$ cat config.mk
export PLATFORM = sky130hd
export DESIGN_NAME = bldc_startup_seq
export DESIGN_NICKNAME = d
export VERILOG_FILES = /design/src/rtl/bldc_seq_pkg.sv /design/src/rtl/bldc_force_timer.sv /design/src/rtl/bldc_pos_tracker.sv /design/src/rtl/bldc_speed_tog.sv /design/src/rtl/bldc_startup_seq.sv
export SDC_FILE = /design/constraint.sdc
export NUM_CORES = 1
export LEC_CHECK = 0
export BUFFER_PORTS_ARGS = -buffer_cell sky130_fd_sc_hd__buf_2
export CAP_MARGIN = 30
export CORE_MARGIN = 4
export CORE_UTILIZATION = 38
export DETAILED_ROUTE_END_ITERATION = 8
export PLACE_DENSITY = 0.62
export SETUP_SLACK_MARGIN = 0.3
export SYNTH_ARGS = -nofsm -noshare
export SYNTH_HDL_FRONTEND = slang
export SYNTH_SLANG_ARGS = --single-unit
$ cat constraint.sdc
create_clock -name clk -period 4.3 [get_ports clk]
set_input_delay 0.86 -clock clk [delete_from_list [all_inputs] [get_ports clk]]
set_output_delay 0.86 -clock clk [all_outputs]
set_load 0.01 [all_outputs]
$ cat src/rtl/bldc_seq_pkg.sv
package bldc_seq_pkg;

  typedef enum logic [2:0] {
    MODE_IDLE    = 3'd0,
    MODE_ALIGN   = 3'd1,
    MODE_FORCED  = 3'd2,
    MODE_NATURAL = 3'd3,
    MODE_FAULT   = 3'd4
  } mode_t;

  // Comparator pattern expected while the rotor sits in a given step
  function automatic logic [2:0] step_code(input logic [2:0] s);
    case (s)
      3'd0:    step_code = 3'b001;
      3'd1:    step_code = 3'b011;
      3'd2:    step_code = 3'b010;
      3'd3:    step_code = 3'b110;
      3'd4:    step_code = 3'b100;
      3'd5:    step_code = 3'b101;
      default: step_code = 3'b000;
    endcase
  endfunction

  function automatic logic [2:0] step_next(input logic [2:0] s, input logic rev);
    if (rev) step_next = (s == 3'd0) ? 3'd5 : s - 3'd1;
    else     step_next = (s == 3'd5) ? 3'd0 : s + 3'd1;
  endfunction

endpackage

$ cat src/rtl/bldc_force_timer.sv
module bldc_force_timer #(
  parameter int FORCE_SHIFT = 16,
  parameter int CNT_W       = FORCE_SHIFT + 3
) (
  input  logic             clk,
  input  logic             rst,
  input  logic             run,
  input  logic [1:0]       sel,
  output logic             tick,
  output logic [CNT_W-1:0] period
);

  logic [1:0]       sh;
  logic [CNT_W-1:0] cnt_q;

  assign sh     = (sel == 2'd3) ? 2'd2 : sel;
  assign period = CNT_W'(1) << (FORCE_SHIFT + int'(sh));
  assign tick   = run && (cnt_q == period - CNT_W'(1));

  always_ff @(posedge clk) begin
    if (rst || !run || tick) cnt_q <= '0;
    else                     cnt_q <= cnt_q + CNT_W'(1);
  end

  // Forced steps are never back to back
  assert_tick_gap_R3: assert property (@(posedge clk) disable iff (rst)
    tick |=> !tick);

endmodule

$ cat src/rtl/bldc_pos_tracker.sv
module bldc_pos_tracker
  import bldc_seq_pkg::*;
#(
  parameter int CNT_W = 19
) (
  input  logic             clk,
  input  logic             rst,
  input  logic             clr,
  input  logic             en,
  input  logic             rev,
  input  logic [2:0]       phase,
  output logic             acc,
  output logic [2:0]       acc_step,
  output logic [CNT_W-1:0] ivl
);

  logic [2:0]       pos_q;
  logic [2:0]       ref_q;
  logic [CNT_W-1:0] ivl_q;

  always_ff @(posedge clk) begin
    if (rst) pos_q <= '0;
    else     pos_q <= phase;
  end

  assign acc_step = step_next(ref_q, rev);
  assign acc      = en && (pos_q == step_code(acc_step));
  assign ivl      = ivl_q;

  // ivl_q counts clock edges since the last accepted change
  always_ff @(posedge clk) begin
    if (rst || clr) begin
      ref_q <= '0;
      ivl_q <= CNT_W'(1);
    end else if (acc) begin
      ref_q <= acc_step;
      ivl_q <= CNT_W'(1);
    end else if (ivl_q != '1) begin
      ivl_q <= ivl_q + CNT_W'(1);
    end
  end

  assert_accept_valid_code_R6: assert property (@(posedge clk) disable iff (rst)
    acc |-> (pos_q != 3'b000 && pos_q != 3'b111));

endmodule

$ cat src/rtl/bldc_speed_tog.sv
module bldc_speed_tog #(
  parameter int STEPS = 6,
  localparam int SW   = $clog2(STEPS)
) (
  input  logic clk,
  input  logic rst,
  input  logic clr,
  input  logic adv,
  output logic spd
);

  logic [SW-1:0] cnt_q;
  logic          spd_q;

  always_ff @(posedge clk) begin
    if (rst || clr) begin
      cnt_q <= '0;
      spd_q <= 1'b0;
    end else if (adv) begin
      if (cnt_q == SW'(STEPS - 1)) begin
        cnt_q <= '0;
        spd_q <= ~spd_q;
      end else begin
        cnt_q <= cnt_q + SW'(1);
      end
    end
  end

  assign spd = spd_q;

  assert_toggle_only_on_step_R8: assert property (@(posedge clk) disable iff (rst)
    (!$past(adv) && !$past(clr)) |-> $stable(spd_q));

endmodule

$ cat src/rtl/bldc_startup_seq.sv
module bldc_startup_seq
  import bldc_seq_pkg::*;
#(
  parameter int FORCE_SHIFT    = 16,
  parameter int MIN_GAP_0      = 256,
  parameter int MIN_GAP_1      = 512,
  parameter int RESTART_CYCLES = 4000000,
  parameter int LOCK_STEPS     = 6,
  localparam int CNT_W = FORCE_SHIFT + 3,
  localparam int RS_W  = $clog2(RESTART_CYCLES + 1),
  localparam int LK_W  = $clog2(LOCK_STEPS + 1)
) (
  input  logic       clk,
  input  logic       rst,
  input  logic       cmd_valid,
  input  logic       align_done,
  input  logic [1:0] force_sel,
  input  logic       reverse,
  input  logic       limit_sel,
  input  logic [2:0] phase_cmp,
  output logic [2:0] mode,
  output logic [2:0] comm_step,
  output logic       speed_pulse,
  output logic       drive_en
);

  mode_t            mode_q, mode_d;
  logic [2:0]       comm_q, comm_d;
  logic [LK_W-1:0]  lock_q, lock_d;
  logic [RS_W-1:0]  rs_q;
  logic             en_q;
  logic             trk_on, adv, spd_clr;
  logic             tick, acc;
  logic [2:0]       acc_step;
  logic [CNT_W-1:0] period, ivl, min_lim;
  logic             fast, too_fast, too_slow;

  assign trk_on = (mode_q == MODE_FORCED) || (mode_q == MODE_NATURAL);

  bldc_force_timer #(.FORCE_SHIFT(FORCE_SHIFT), .CNT_W(CNT_W)) u_timer (
    .clk(clk), .rst(rst), .run(mode_q == MODE_FORCED), .sel(force_sel),
    .tick(tick), .period(period)
  );

  bldc_pos_tracker #(.CNT_W(CNT_W)) u_track (
    .clk(clk), .rst(rst), .clr(!trk_on), .en(trk_on), .rev(reverse),
    .phase(phase_cmp), .acc(acc), .acc_step(acc_step), .ivl(ivl)
  );

  assign min_lim  = limit_sel ? CNT_W'(MIN_GAP_1) : CNT_W'(MIN_GAP_0);
  assign fast     = ivl < period;
  assign too_fast = acc && (ivl < min_lim);
  assign too_slow = ivl > period;

  always_comb begin
    mode_d = mode_q;
    comm_d = comm_q;
    lock_d = lock_q;
    adv    = 1'b0;
    case (mode_q)
      MODE_IDLE:  if (cmd_valid) mode_d = MODE_ALIGN;
      MODE_ALIGN: if (align_done) mode_d = MODE_FORCED;
      MODE_FORCED: begin
        if (acc) begin
          if (!fast) begin
            lock_d = '0;
          end else if (lock_q == LK_W'(LOCK_STEPS - 1)) begin
            mode_d = MODE_NATURAL;
            comm_d = acc_step;
          end else begin
            lock_d = lock_q + LK_W'(1);
          end
        end
        if (tick && mode_d == MODE_FORCED) begin
          comm_d = step_next(comm_q, reverse);
          adv    = 1'b1;
        end
      end
      MODE_NATURAL: begin
        if (too_fast || too_slow) begin
          mode_d = MODE_FAULT;
        end else if (acc) begin
          comm_d = acc_step;
          adv    = 1'b1;
        end
      end
      MODE_FAULT: if (rs_q == RS_W'(RESTART_CYCLES - 1)) mode_d = MODE_ALIGN;
      default:    mode_d = MODE_IDLE;
    endcase
    if (!cmd_valid) mode_d = MODE_IDLE;
    if (mode_d != MODE_FORCED) lock_d = '0;
    if (mode_d != MODE_FORCED && mode_d != MODE_NATURAL) comm_d = 3'd0;
  end

  assign spd_clr = (mode_d != MODE_FORCED) && (mode_d != MODE_NATURAL);

  bldc_speed_tog #(.STEPS(6)) u_speed (
    .clk(clk), .rst(rst), .clr(spd_clr), .adv(adv), .spd(speed_pulse)
  );

  always_ff @(posedge clk) begin
    if (rst) begin
      mode_q <= MODE_IDLE;
      comm_q <= 3'd0;
      lock_q <= '0;
      rs_q   <= '0;
      en_q   <= 1'b0;
    end else begin
      mode_q <= mode_d;
      comm_q <= comm_d;
      lock_q <= lock_d;
      rs_q   <= (mode_q == MODE_FAULT) ? rs_q + RS_W'(1) : '0;
      en_q   <= (mode_d == MODE_ALIGN) || (mode_d == MODE_FORCED) ||
                (mode_d == MODE_NATURAL);
    end
  end

  assign mode      = mode_q;
  assign comm_step = comm_q;
  assign drive_en  = en_q;

  assert_cmd_drop_idle_R12: assert property (@(posedge clk) disable iff (rst)
    !cmd_valid |=> (mode_q == MODE_IDLE));

  assert_dark_when_stopped_R2: assert property (@(posedge clk) disable iff (rst)
    (mode_q == MODE_IDLE || mode_q == MODE_FAULT) |-> !drive_en);

  assert_forced_after_align_R2: assert property (@(posedge clk) disable iff (rst)
    (mode_q == MODE_FORCED) |->
      ($past(mode_q) == MODE_FORCED || $past(mode_q) == MODE_ALIGN));

  assert_natural_after_forced_R4: assert property (@(posedge clk) disable iff (rst)
    (mode_q == MODE_NATURAL) |->
      ($past(mode_q) == MODE_NATURAL || $past(mode_q) == MODE_FORCED));

  assert_fault_exit_R10: assert property (@(posedge clk) disable iff (rst)
    (mode_q == MODE_FAULT) |=>
      (mode_q == MODE_FAULT || mode_q == MODE_ALIGN || mode_q == MODE_IDLE));

endmodule

==> flow_results.org <==
** Layout
- Post-route cell area :: 4480 sq um
- Counting the fill cells in the layout gives 1052.
- In the layout the commonest cells are 85 x nor2_1, 80 x dfxtp_1, 41 x xor2_1, 34 x nand2_1, 24 x nand3_1.
- Area growth from synthesis to layout :: 9.15%
- Leaving out fill and tap cells, the most frequent cell in the layout is nor2_1.
- Inserted Diodes :: 0
- In the final layout, the share of cells above drive strength 1 is 10.2%.
- In the final design database the tool counted 516 nets.

** Routing
- Summed over all layers, the routed wires come to 8160 um.
- The final route contains 3286 vias.
- 1st-iter DRT viols :: 146
- In the routed layout, each cell is associated on average with a via count of 5.18.
- Dividing the detail-routed wire length by the instance count gives 12.9 um.
- Number of nets with antenna violations after detailed routing :: 0
- The first TritonRoute pass finished after 4 iterations.
- DRC errors left :: 0

** STA
- For the final database, setup skew stands at 0.0127 ns.
- Slew of the pin with the lowest slew margin :: 0.857 ns
- Period utilisation layout :: 73.1%
- Final-report setup violation count :: 0
- RSZ-0062 raised after global routing :: no
- Relative slew slack :: 42.1%
- Final sum of negative setup slack :: 0 ns
- Final min period :: 3.14 ns
- The max-slew violation count is 0.
- Maximum achievable frequency :: 318 MHz
- Final hold violation count :: 0

** Outcome
- The run finished with clean final reports.

** Clock network
- Clock latency on the worst-skew pair :: 0.36 ns
- The H-tree generated during clock tree synthesis spans 3 levels.
- Post-CTS timing repair inserted 0 buffers for setup.
- The number of hold buffers added after CTS was 0.
- Count of cells resized by post-cts repair :: 0
- CTS tree :: done
- After clock tree synthesis, the clock-pin slew on the worst setup and hold paths is 0.09 ns.
- Clock buffers created by TritonCTS :: 9
- Sinks on Clock Net :: 80
- Clk Tree Root Cell :: clkbuf_8
- The clock passes through at most 2 buffers.

** Logic synthesis
- The share of the Yosys chip area taken by registers is 39.0%.
- Mean instance size in the synthesized netlist :: 8.55 sq um
- The Yosys step of the flow raised 0 warnings.
- Summed instance area of the synthesized netlist :: 4100 sq um
- When the netlist entered floorplanning its net count stood at 503.
- Dominant combinational cell family by area after synthesis :: simple AND/OR/NAND/NOR gates
- Synthesized-area fraction occupied by ao, oa, aoi and oai cells :: 10.3%
- Most used DFF post-synth :: dfxtp_1
- Of the total synthesized cell area, the portion taken by XOR and XNOR cells is 12.2%.
- Cell variety after synth :: 60
- Adder-Cell Fraction of Synth Area :: 3.66%
- Fraction of synthesized area in multiplexers :: 1.77%
- In this run, synthesis produced a sequential element count of 80.
- For this run, asynchronously set or reset flops after synthesis account for 0%.
- Of the total synthesized cell area, the portion taken by AND, OR, NAND and NOR gates is 29.7%.
- Cells after Synth :: 480
- Count of flip-flops with a built-in enable after synthesis :: 0

** Global routing
- Antenna violations before repair :: 0
- First-pass GRT wire length :: 14300 um
- Global-route congestion overflow total :: 0
- Global routing used 13.6% of the available tracks across all layers.
- The via count of the first global-routing pass is 3208.
- Entering global routing, the biggest net connects 23 pins.

** Run
- Max-Cap Viols :: 0

** Pwr
- Total power for the finished layout comes to 1330 uW.
- Maximum resistive drop on vdd :: 153 uV
- Cell leakage power :: 0.00153 uW
- For this design the ratio of total power to cell area is 298 nW/um^2.

** Die
- The die covers 12500 sq um.
- During I/O placement, the number of pins put on the boundary was 19.
- The floorplan step set the die width to 112 um.
- The initial utilization of the core area, before any placement, comes to 39.4%.
- The floorplan step set the die height to 112 um.
- The region available for standard cell placement spans 10400 sq um.
- Row generation in the floorplan step produced 37 rows.

** Critical path
- Biggest fanout along the worst timing path :: 17
- Setup slack of the most critical reg-to-reg path :: 1.24 ns
- Sort of element at the start of the critical path :: input port
- STA puts the critical path data required time at 4.58 ns.
- WS Path Type :: input port to flip-flop
- Critical path data arrival time :: 3.42 ns
- Endpoint kind of the worst setup timing path :: flip-flop

** Placed design
- Post-place instance area :: 4290 sq um
- Port Buffers :: 18
- Final Wtd Congestion :: 0.828
- Summed over all nets, the half-perimeter wirelength after detailed placement is 5940 um.

** Hold path
- The min-delay analysis places its worst path in the category flip-flop to flip-flop.
## sequential cells by signal (all words and copies together), names as in the netlist
| name | cells |
|---|---|
| drive_en | 1 |
| u_track.ref_q | 3 |
| u_speed.cnt_q | 3 |
| u_track.ivl | 19 |
| comm_step | 3 |
| u_track.pos_q | 3 |
| u_timer.cnt_q | 19 |
| u_speed.spd | 1 |
| lock_q | 3 |
| rs_q | 22 |
| mode | 3 |
## power breakdown
part	leakage [uW]	internal, uW	switching, uW	total, uW
logic	0.000787	19.8	29.0	48.8
registers	0.000645	743	3.88	747
clock network	0.0000976	248	289	537
## worst paths after layout
check | start | endpoint | cells past startpoint
max | reverse | comm_step[2]$_SDFFE_PP0P_ | 8
min | rs_q[0]$_SDFF_PP0_ | rs_q[0]$_SDFF_PP0_ | 1
max reg2reg | u_track.ref_q[0]$_SDFFE_PP0N_ | comm_step[2]$_SDFFE_PP0P_ | 9
min reg2reg | rs_q[0]$_SDFF_PP0_ | rs_q[0]$_SDFF_PP0_ | 1
## cell type report
class / count / area [sq um] / area share, %
clock buffer: 12 / 155 / 3.46
timing repair buffer: 19 / 97.6 / 2.18
inverter: 15 / 56.3 / 1.26
clock inverter: 4 / 35.0 / 0.782
sequential: 80 / 1600 / 35.8
multi-input combinational: 368 / 2360 / 52.8
tap: 136 / 170 / 3.80
## cells in the mapped netlist (3+ instances only)
cell       count  area (sq um)
nand2_1       34           128
or3_1          6          37.5
xor2_1        41           359
ha_1          12           150
nor4_1        10          62.6
nor4b_1        4          35.0
o211ai_1       4          30.0
clkbuf_1      10          37.5
mux2i_1        5          50.1
nor2_1        85           319
dfxtp_1       80          1600
buf_2          3          15.0
nand4_1       18           113
xnor2_1       16           140
nand2b_1       5          31.3
and2_1         3          18.8
nand3_1       24           120
and3_1        11          68.8
nor3_1         9          45.0
and4_1         8          70.1
a21oi_1       13          65.1
nor2b_1        9          56.3
o2111ai_1      3          26.3
and3b_1        3          26.3
inv_1         15          56.3
o21ai_0        8          40.0
## per-layer routing
metal | GRT usage [%] | wire length, um | part of all wire, % | up-vias
met5 | 0 | 0 | 0 | -
met4 | 3.97 | 65 | 0.80 | 0
met3 | 4.13 | 241 | 3.0 | 10
met2 | 23.8 | 4030 | 49 | 28
met1 | 16.1 | 3820 | 47 | 1541
li1 | - | - | - | 1707
## stage by stage
stage / worst slack (ns) / utilization [%] / instances / hold WS, ns
after floorplan: 1.30 / - / 480 / 0.418
after global placement: 0.948 / 41.2 / 618 / 0.432
after detailed placement: 0.836 / 41.2 / 618 / 0.436
after CTS: 1.21 / 43.0 / 634 / 0.456
after global routing: 0.985 / 43.0 / 634 / 0.473
final: 1.16 / 43.0 / 634 / 0.454
## critical path: stages
cell      delay, ns
buf_2          0.20
and3b_1        0.23
o32ai_2        0.31
mux2i_1        0.16
a211oi_4       0.61
o41a_1         0.42
mux2_2         0.39
a211oi_2       0.23
## logic make-up after synthesis
kind of cell               Yosys count
buffers and inverters               32
muxes                                7
and+or+nand+nor                    239
adders and majority gates           12
DFF                                 80
AOI/OAI and AO/OA                   53
xor gates and xnor gates            57
Note: power is estimated with default switching activity, not from simulation.
